## config.mk

```make
export PLATFORM = sky130hd
export DESIGN_NAME = iox_translator
export DESIGN_NICKNAME = d
export VERILOG_FILES = /design/src/rtl/iox_pkg.sv /design/src/rtl/iox_ctrl_regs.sv /design/src/rtl/iox_ste_decode.sv /design/src/rtl/iox_pte_check.sv /design/src/rtl/iox_translator.sv
export SDC_FILE = /design/constraint.sdc
export NUM_CORES = 1
export LEC_CHECK = 0
export BUFFER_PORTS_ARGS = -buffer_cell sky130_fd_sc_hd__buf_2
export CAP_MARGIN = 30
export CORE_ASPECT_RATIO = 1.1
export CORE_MARGIN = 1
export CORE_UTILIZATION = 50
export DETAILED_ROUTE_END_ITERATION = 12
export GPL_ROUTABILITY_DRIVEN = 0
export HOLD_SLACK_MARGIN = 0.1
export MAX_ROUTING_LAYER = met4
export PLACE_DENSITY = 0.74
export SYNTH_ARGS = -nofsm -noshare
export SYNTH_HDL_FRONTEND = slang
export SYNTH_SLANG_ARGS = --single-unit
export TNS_END_PERCENT = 50
```

## constraint.sdc

```tcl
create_clock -name clk -period 12.2 [get_ports clk]
set_clock_uncertainty 0.15 [all_clocks]
set_input_delay 1.83 -clock clk [delete_from_list [all_inputs] [get_ports clk]]
set_output_delay 1.83 -clock clk [all_outputs]
set_load 0.02 [all_outputs]
```

## src/rtl/iox_pkg.sv

```systemverilog
package iox_pkg;
  // Segment geometry: a segment spans 2**SEG_SHIFT bytes.
  localparam int SEG_SHIFT      = 28;
  localparam int MIN_PAGE_SHIFT = 12;
  localparam int SHIFT_STEP     = 4;
  localparam int NUM_SIZES      = 4;
  localparam int PIDX_W         = SEG_SHIFT - MIN_PAGE_SHIFT;
  // Eight-byte entries, so one 4 KB table page holds 2**ENT_PER_PG_LOG entries.
  localparam int ENT_PER_PG_LOG = 9;
  localparam int LEN_W          = 7;

  typedef enum logic [1:0] {
    K_NONE = 2'd0,
    K_SEG  = 2'd1,
    K_PAGE = 2'd2
  } kind_e;

  typedef enum logic [2:0] {
    S_IDLE,
    S_STE_REQ,
    S_STE_WAIT,
    S_PTE_REQ,
    S_PTE_WAIT,
    S_DONE
  } state_e;

  // Legal size codes are the odd ones; bits 2:1 then select the size.
  function automatic logic size_code_legal(input logic [2:0] code);
    return code[0];
  endfunction
endpackage

```

## src/rtl/iox_ctrl_regs.sv

```systemverilog
module iox_ctrl_regs #(
  parameter int RA_W  = 42,
  parameter int SEG_W = 8
) (
  input  logic                clk,
  input  logic                rst_n,
  input  logic                wr_en,
  input  logic                wr_sel,
  input  logic [63:0]         wr_data,
  output logic                org_en,
  output logic [RA_W-13:0]    org_page,
  output logic [SEG_W-1:0]    org_last,
  output logic                xl_en
);
  logic             org_en_q, org_en_d;
  logic [RA_W-13:0] org_page_q, org_page_d;
  logic [SEG_W-1:0] org_last_q, org_last_d;
  logic             xl_en_q, xl_en_d;
  logic             org_ld, cfg_ld;

  assign org_ld = wr_en && !wr_sel;
  assign cfg_ld = wr_en &&  wr_sel;

  always_comb begin
    org_en_d   = wr_data[63];
    org_page_d = wr_data[RA_W-1:12];
    org_last_d = wr_data[SEG_W-1:0];
    xl_en_d    = wr_data[0];
  end

  always_ff @(posedge clk or negedge rst_n) begin
    if (!rst_n) begin
      org_en_q   <= 1'b0;
      org_page_q <= '0;
      org_last_q <= '0;
      xl_en_q    <= 1'b0;
    end else begin
      if (org_ld) begin
        org_en_q   <= org_en_d;
        org_page_q <= org_page_d;
        org_last_q <= org_last_d;
      end
      if (cfg_ld) begin
        xl_en_q <= xl_en_d;
      end
    end
  end

  assign org_en   = org_en_q;
  assign org_page = org_page_q;
  assign org_last = org_last_q;
  assign xl_en    = xl_en_q;

  logic unused_wdata;
  assign unused_wdata = ^{wr_data[62:RA_W], wr_data[11:SEG_W]};
endmodule

```

## src/rtl/iox_ste_decode.sv

```systemverilog
module iox_ste_decode #(
  parameter int RA_W = 42
) (
  input  logic [63:0]                      ste,
  input  logic [iox_pkg::SEG_SHIFT-1:0]    seg_off,
  output logic                             seg_bad,
  output logic                             len_bad,
  output logic [RA_W-1:0]                  pte_addr,
  output logic [1:0]                       size_sel
);
  import iox_pkg::*;

  logic [PIDX_W-1:0] pidx_by_size [NUM_SIZES];
  logic [PIDX_W-1:0] pidx;
  logic [LEN_W-1:0]  tbl_page;

  // One page-index extractor per supported page size.
  for (genvar g = 0; g < NUM_SIZES; g++) begin : g_size
    localparam int SH = MIN_PAGE_SHIFT + SHIFT_STEP * g;
    assign pidx_by_size[g] = PIDX_W'(seg_off[SEG_SHIFT-1:SH]);
  end

  assign size_sel = ste[2:1];
  assign pidx     = pidx_by_size[size_sel];
  assign tbl_page = pidx[PIDX_W-1:ENT_PER_PG_LOG];

  assign seg_bad  = !ste[63] || !size_code_legal(ste[2:0]);
  assign len_bad  = tbl_page > ste[11:5];
  assign pte_addr = {ste[RA_W-1:12], 12'h000} + RA_W'({pidx, 3'b000});

  logic unused_ste;
  assign unused_ste = ^{ste[62:RA_W], ste[4:3]};
endmodule

```

## src/rtl/iox_pte_check.sv

```systemverilog
module iox_pte_check #(
  parameter int RA_W  = 42,
  parameter int RID_W = 11
) (
  input  logic [63:0]                   pte,
  input  logic [iox_pkg::SEG_SHIFT-1:0] seg_off,
  input  logic [1:0]                    size_sel,
  input  logic                          is_wr,
  input  logic [RID_W-1:0]              rid,
  output logic                          deny,
  output logic [RA_W-1:0]               ra
);
  import iox_pkg::*;

  logic [RA_W-1:0] ra_by_size [NUM_SIZES];
  logic            perm_ok, id_ok;

  // Real page bits above the shift, IO offset bits below it.
  for (genvar g = 0; g < NUM_SIZES; g++) begin : g_size
    localparam int SH = MIN_PAGE_SHIFT + SHIFT_STEP * g;
    assign ra_by_size[g] = {pte[RA_W-1:SH], seg_off[SH-1:0]};
  end

  assign ra      = ra_by_size[size_sel];
  assign perm_ok = is_wr ? pte[62] : pte[63];
  assign id_ok   = pte[RID_W-1:0] == rid;
  assign deny    = !(perm_ok && id_ok);

  logic unused_pte;
  assign unused_pte = ^{pte[61:RA_W], pte[11:RID_W], seg_off[SEG_SHIFT-1:24]};
endmodule

```

## src/rtl/iox_translator.sv

```systemverilog
module iox_translator #(
  parameter int IOA_W = 36,
  parameter int RA_W  = 42,
  parameter int RID_W = 11
) (
  input  logic              clk,
  input  logic              rst_n,
  input  logic              reg_wr,
  input  logic              reg_sel,
  input  logic [63:0]       reg_wdata,
  input  logic              req_valid,
  output logic              req_ready,
  input  logic [IOA_W-1:0]  req_addr,
  input  logic              req_write,
  input  logic [RID_W-1:0]  req_rid,
  output logic              rsp_valid,
  output logic [RA_W-1:0]   rsp_addr,
  output logic [1:0]        rsp_kind,
  output logic              mem_req_valid,
  input  logic              mem_req_ready,
  output logic [RA_W-1:0]   mem_req_addr,
  input  logic              mem_rsp_valid,
  input  logic [63:0]       mem_rsp_data
);
  import iox_pkg::*;

  localparam int SEG_W = IOA_W - SEG_SHIFT;

  // Reset: asserted asynchronously, released on the clock.
  logic [1:0] rst_pipe;
  logic       rst_n_s;
  always_ff @(posedge clk or negedge rst_n) begin
    if (!rst_n) rst_pipe <= 2'b00;
    else        rst_pipe <= {rst_pipe[0], 1'b1};
  end
  assign rst_n_s = rst_pipe[1];

  // Control words
  logic             org_en, xl_en;
  logic [RA_W-13:0] org_page;
  logic [SEG_W-1:0] org_last;

  iox_ctrl_regs #(.RA_W(RA_W), .SEG_W(SEG_W)) u_regs (
    .clk      (clk),
    .rst_n    (rst_n_s),
    .wr_en    (reg_wr),
    .wr_sel   (reg_sel),
    .wr_data  (reg_wdata),
    .org_en   (org_en),
    .org_page (org_page),
    .org_last (org_last),
    .xl_en    (xl_en)
  );

  // Walk state
  state_e            state_q, state_d;
  logic [IOA_W-1:0]  ioa_q;
  logic              wr_q;
  logic [RID_W-1:0]  rid_q;
  logic [RA_W-1:0]   addr_q, addr_d;
  logic [1:0]        sel_q, sel_d;
  logic [RA_W-1:0]   res_addr_q, res_addr_d;
  kind_e             res_kind_q, res_kind_d;
  logic              req_ld, addr_ld, sel_ld, res_ld;

  logic [SEG_W-1:0]  seg_idx;
  assign seg_idx = req_addr[IOA_W-1:SEG_SHIFT];

  // Descriptor decode and page-entry check
  logic            ste_seg_bad, ste_len_bad;
  logic [RA_W-1:0] ste_pte_addr;
  logic [1:0]      ste_size_sel;

  iox_ste_decode #(.RA_W(RA_W)) u_ste (
    .ste      (mem_rsp_data),
    .seg_off  (ioa_q[SEG_SHIFT-1:0]),
    .seg_bad  (ste_seg_bad),
    .len_bad  (ste_len_bad),
    .pte_addr (ste_pte_addr),
    .size_sel (ste_size_sel)
  );

  logic            pte_deny;
  logic [RA_W-1:0] pte_ra;

  iox_pte_check #(.RA_W(RA_W), .RID_W(RID_W)) u_pte (
    .pte      (mem_rsp_data),
    .seg_off  (ioa_q[SEG_SHIFT-1:0]),
    .size_sel (sel_q),
    .is_wr    (wr_q),
    .rid      (rid_q),
    .deny     (pte_deny),
    .ra       (pte_ra)
  );

  // Next-state logic
  always_comb begin
    state_d    = state_q;
    addr_d     = addr_q;
    sel_d      = ste_size_sel;
    res_addr_d = res_addr_q;
    res_kind_d = res_kind_q;
    req_ld     = 1'b0;
    addr_ld    = 1'b0;
    sel_ld     = 1'b0;
    res_ld     = 1'b0;
    unique case (state_q)
      S_IDLE: begin
        if (req_valid) begin
          req_ld = 1'b1;
          if (!(org_en && xl_en)) begin
            res_ld     = 1'b1;
            res_addr_d = RA_W'(req_addr);
            res_kind_d = K_NONE;
            state_d    = S_DONE;
          end else if (seg_idx > org_last) begin
            res_ld     = 1'b1;
            res_addr_d = '0;
            res_kind_d = K_SEG;
            state_d    = S_DONE;
          end else begin
            addr_ld = 1'b1;
            addr_d  = {org_page, 12'h000} + RA_W'({seg_idx, 3'b000});
            state_d = S_STE_REQ;
          end
        end
      end
      S_STE_REQ: begin
        if (mem_req_ready) state_d = S_STE_WAIT;
      end
      S_STE_WAIT: begin
        if (mem_rsp_valid) begin
          if (ste_seg_bad) begin
            res_ld     = 1'b1;
            res_addr_d = '0;
            res_kind_d = K_SEG;
            state_d    = S_DONE;
          end else if (ste_len_bad) begin
            res_ld     = 1'b1;
            res_addr_d = '0;
            res_kind_d = K_PAGE;
            state_d    = S_DONE;
          end else begin
            addr_ld = 1'b1;
            sel_ld  = 1'b1;
            addr_d  = ste_pte_addr;
            state_d = S_PTE_REQ;
          end
        end
      end
      S_PTE_REQ: begin
        if (mem_req_ready) state_d = S_PTE_WAIT;
      end
      S_PTE_WAIT: begin
        if (mem_rsp_valid) begin
          res_ld  = 1'b1;
          state_d = S_DONE;
          if (pte_deny) begin
            res_addr_d = '0;
            res_kind_d = K_PAGE;
          end else begin
            res_addr_d = pte_ra;
            res_kind_d = K_NONE;
          end
        end
      end
      S_DONE:  state_d = S_IDLE;
      default: state_d = S_IDLE;
    endcase
  end

  // Registers
  always_ff @(posedge clk or negedge rst_n_s) begin
    if (!rst_n_s) begin
      state_q    <= S_IDLE;
      ioa_q      <= '0;
      wr_q       <= 1'b0;
      rid_q      <= '0;
      addr_q     <= '0;
      sel_q      <= '0;
      res_addr_q <= '0;
      res_kind_q <= K_NONE;
    end else begin
      state_q <= state_d;
      if (req_ld) begin
        ioa_q <= req_addr;
        wr_q  <= req_write;
        rid_q <= req_rid;
      end
      if (addr_ld) addr_q <= addr_d;
      if (sel_ld)  sel_q  <= sel_d;
      if (res_ld) begin
        res_addr_q <= res_addr_d;
        res_kind_q <= res_kind_d;
      end
    end
  end

  assign req_ready     = state_q == S_IDLE;
  assign mem_req_valid = (state_q == S_STE_REQ) || (state_q == S_PTE_REQ);
  assign mem_req_addr  = addr_q;
  assign rsp_valid     = state_q == S_DONE;
  assign rsp_addr      = res_addr_q;
  assign rsp_kind      = res_kind_q;
endmodule

```

==> impl_metrics.env <==
export IMPL_drt_first_pass_iters=5
export IMPL_synth_edf_count=0
export IMPL_async_reset_ff_share_pct=100
export IMPL_avgViaCountPerCell=5.57
export IMPL_synth_area_top_cells="dfrtp_1 (47%), mux2_2 (14%), mux2_4 (5.5%)"
export IMPL_rsz0062_at_grt="false"
export IMPL_crit_start="mem_rsp_data[1]"
export IMPL_syn_avg_cell_area_um2=11.4
export IMPL_drtIter0Drc=417
export IMPL_path_max_fanout=29
export IMPL_final_hold_viol_count=0
export IMPL_yosysTopAreaCell="dfrtp_1"
export IMPL_place_area_um2=10400
export IMPL_port_buffers=223
export IMPL_start_util_pct=51.1
export IMPL_p_leak_nw=5.33
export IMPL_grt_antenna_before_repair=2
export IMPL_yosysWarnings=0
export IMPL_maxCapViolCount=0
export IMPL_die_area_um2=18700
export IMPL_tightest_slew_ns=0.908
export IMPL_fin_nets=1199
export IMPL_cp_arrival_ns=5.30
export IMPL_vdd_ir_drop_max_mv=0.141
export IMPL_io_pins=272
export IMPL_wl_per_cell_um=18.9
export IMPL_hold_buffers=1
export IMPL_hold_class="reg -> reg"
export IMPL_rr_startpoint="ioa_q[26]$_DFFE_PN0P_"
export IMPL_grt_pass1_vias=6854
export IMPL_grt_usage_pct=26.8
export IMPL_synth_top_flop_cell="dfrtp_1"
export IMPL_path_class="in -> reg"
export IMPL_num_rows=51
export IMPL_r2r_cells=10
export IMPL_area_growth_syn_to_layout_pct=20.8
export IMPL_cp_end_kind="register"
export IMPL_regToRegSetupSlack_ns=8.45
export IMPL_critPathSlowestCell="a311o_2"
export IMPL_fin_crit_sh_pct=42.1
export IMPL_slowest_delay_ns=0.59
export IMPL_crit_path_end="rsp_addr[0]$_DFFE_PN0P_"
export IMPL_yosysSeqAreaShare_pct=46.9
export IMPL_slew_headroom_pct=39.5
export IMPL_die_height_um=143
export IMPL_wl_mm=23.6
export IMPL_core_area_um2=17700
export IMPL_cts_clk_slew_worst_paths_ns=0.07
export IMPL_p_per_area_nw_per_um2=221
export IMPL_cp_required_ns=12.36
export IMPL_finalSetupTns_ns=0
export IMPL_drc=0
export IMPL_ant_nets=0
export IMPL_fmax_mhz=195
export IMPL_syn_area_um2=9070
export IMPL_synth_distinct_cells=52
export IMPL_drive_above_1_share_pct=42.3
export IMPL_htreeDepth=4
export IMPL_netlist_area_leader_share_pct=46.9
export IMPL_grt_max_degree=72
export IMPL_grt_pass1_wl_mm=36.1
export IMPL_insertion_delay_ns=0.43
export IMPL_ys_ff_latch=170
export IMPL_status="completed"
export IMPL_post_cts_resized=0
export IMPL_fin_area_um2=11000
export IMPL_cts_sinks=170
export IMPL_cts_setup_buffers=0
export IMPL_slew_violations=0
export IMPL_path_cells="buf_2, mux2i_1, nor2_1, ha_1, a21o_1, maj3_1, a21oi_1, a2bb2oi_2, a311o_2, buf_4, mux2_1"
export IMPL_cts_path_max_buffers=2
export IMPL_finalSetupViolations=0
export IMPL_cts_root_buf="clkbuf_16"
export IMPL_critPathLaunchType="primary input"
export IMPL_die_w_um=130
export IMPL_min_delay_path_depth=0
export IMPL_r2r_end="rsp_addr[0]$_DFFE_PN0P_"
export IMPL_fin_crit_ns=5.13
export IMPL_synth_cells=793
export IMPL_vias=6971
export IMPL_gr_total_overflow=0
export IMPL_cts_buffers=17
export IMPL_cts_tree="yes"
export IMPL_dp_hpwl_mm=17.3
## registers in the layout (all words and copies together) (netlist names)
signal	cells
ioa_q	28
mem_req_addr	39
rid_q	11
rsp_addr	42
rsp_kind	2
rst_pipe	2
sel_q	2
state_q	3
u_regs.org_en	1
u_regs.org_last	8
u_regs.org_page	30
u_regs.xl_en	1
wr_q	1
## report_power, final
group	internal [W]	leakage (nW)	switching (W)
Combinational	0.000482	2.99	0.000531
Clock	0.000266	0.256	0.000229
Sequential	0.000775	2.08	0.000143
## critical path, delay by kind of cell
family                   cells  cell delay (ns)
multiplexers                 2             0.56
adder cells (fa/ha/maj)      2             0.67
AO/OA/AOI/OAI                4             1.08
buffers and inverters        2             0.80
AND/OR/NAND/NOR              1             0.32
## layer usage
metal | track usage, % | wire, um | vias to the layer above
li1 | - | - | 3252
met1 | 33.2 | 10100 | 3393
met2 | 42.0 | 11300 | 277
met3 | 6.41 | 1540 | 49
met4 | 10.7 | 669 | 0
met5 | - | 0 | -
## final cells by class
type | count | area [um2]
diodes | 2 | 5.00
clock buffers | 19 | 443
clock inverters | 13 | 93.8
fillers | 1488 | 6780
inverters | 27 | 101
multi-input cells | 545 | 4490
flip-flops and latches | 170 | 4260
well taps | 238 | 298
repair buffers | 237 | 1270
## stage by stage
step | hold slack (ns) | total power, W | setup slack [ns] | util, % | cells
finish | 0.202 | 0.00243 | 7.07 | 61.8 | 1251
global route | 0.217 | 0.00257 | 6.92 | 61.8 | 1251
CTS | 0.205 | 0.00245 | 7.09 | 61.8 | 1249
detailed placement | 0.0503 | 0.00194 | 6.65 | 58.7 | 1216
global placement | 0.0506 | 0.00190 | 6.71 | 58.3 | 1213
floorplan | 0.181 | 0.00163 | 6.96 | - | 795
## cell usage in the layout (no fill, tap or decap), types with 15 or more instances in the layout
cell,instances
xor2_1,28
clkbuf_16,17
dfrtp_1,169
xnor2_1,15
a22o_1,25
ha_1,17
nand2_1,64
mux2i_1,24
buf_2,223
mux2_2,113
a21oi_1,21
mux2_4,33
o21ai_0,56
inv_1,27
nor2_1,27
## worst min-delay path by stage
stage | from | end | slack (ns)
2_1_floorplan | rst_pipe[0]$_DFF_PN0_ | rst_pipe[1]$_DFF_PN0_ | 0.18
3_3_place_gp | rst_pipe[1]$_DFF_PN0_ | rsp_addr[6]$_DFFE_PN0P_ | 0.05
3_5_place_dp | rst_pipe[1]$_DFF_PN0_ | rsp_addr[11]$_DFFE_PN0P_ | 0.05
4_1_cts | rst_pipe[0]$_DFF_PN0_ | rst_pipe[1]$_DFF_PN0_ | 0.20
5_1_grt | rst_pipe[0]$_DFF_PN0_ | rst_pipe[1]$_DFF_PN0_ | 0.22
6_report | rst_pipe[0]$_DFF_PN0_ | rst_pipe[1]$_DFF_PN0_ | 0.20
## synthesized netlist by cell type, types with 22 or more instances
| cell | instances |
|---|---|
| a21oi_1 | 22 |
| mux2_2 | 113 |
| dfrtp_1 | 170 |
| xor2_1 | 28 |
| mux2i_1 | 24 |
| o21ai_0 | 56 |
| mux2_4 | 33 |
| a22o_1 | 25 |
| inv_1 | 27 |
| clkbuf_1 | 37 |
| nand2_1 | 64 |
| nor2_1 | 27 |
## logic make-up (layout without fill, tap and decap cells)
group / count (synthesis) / count (layout) / synth area share [%]
AO/OA/AOI/OAI: 151 / 151 / 10.9
flip-flops: 170 / 170 / 46.9
buffers and inverters: 80 / 296 / 4.03
multiplexers: 179 / 179 / 23.3
adder cells (fa/ha/maj): 22 / 22 / 3.03
XOR/XNOR: 43 / 43 / 4.15
other: 2 / 6 / 0.0828
AND/OR/NAND/NOR: 146 / 146 / 7.67
Note: power is estimated with default switching activity, not from simulation.
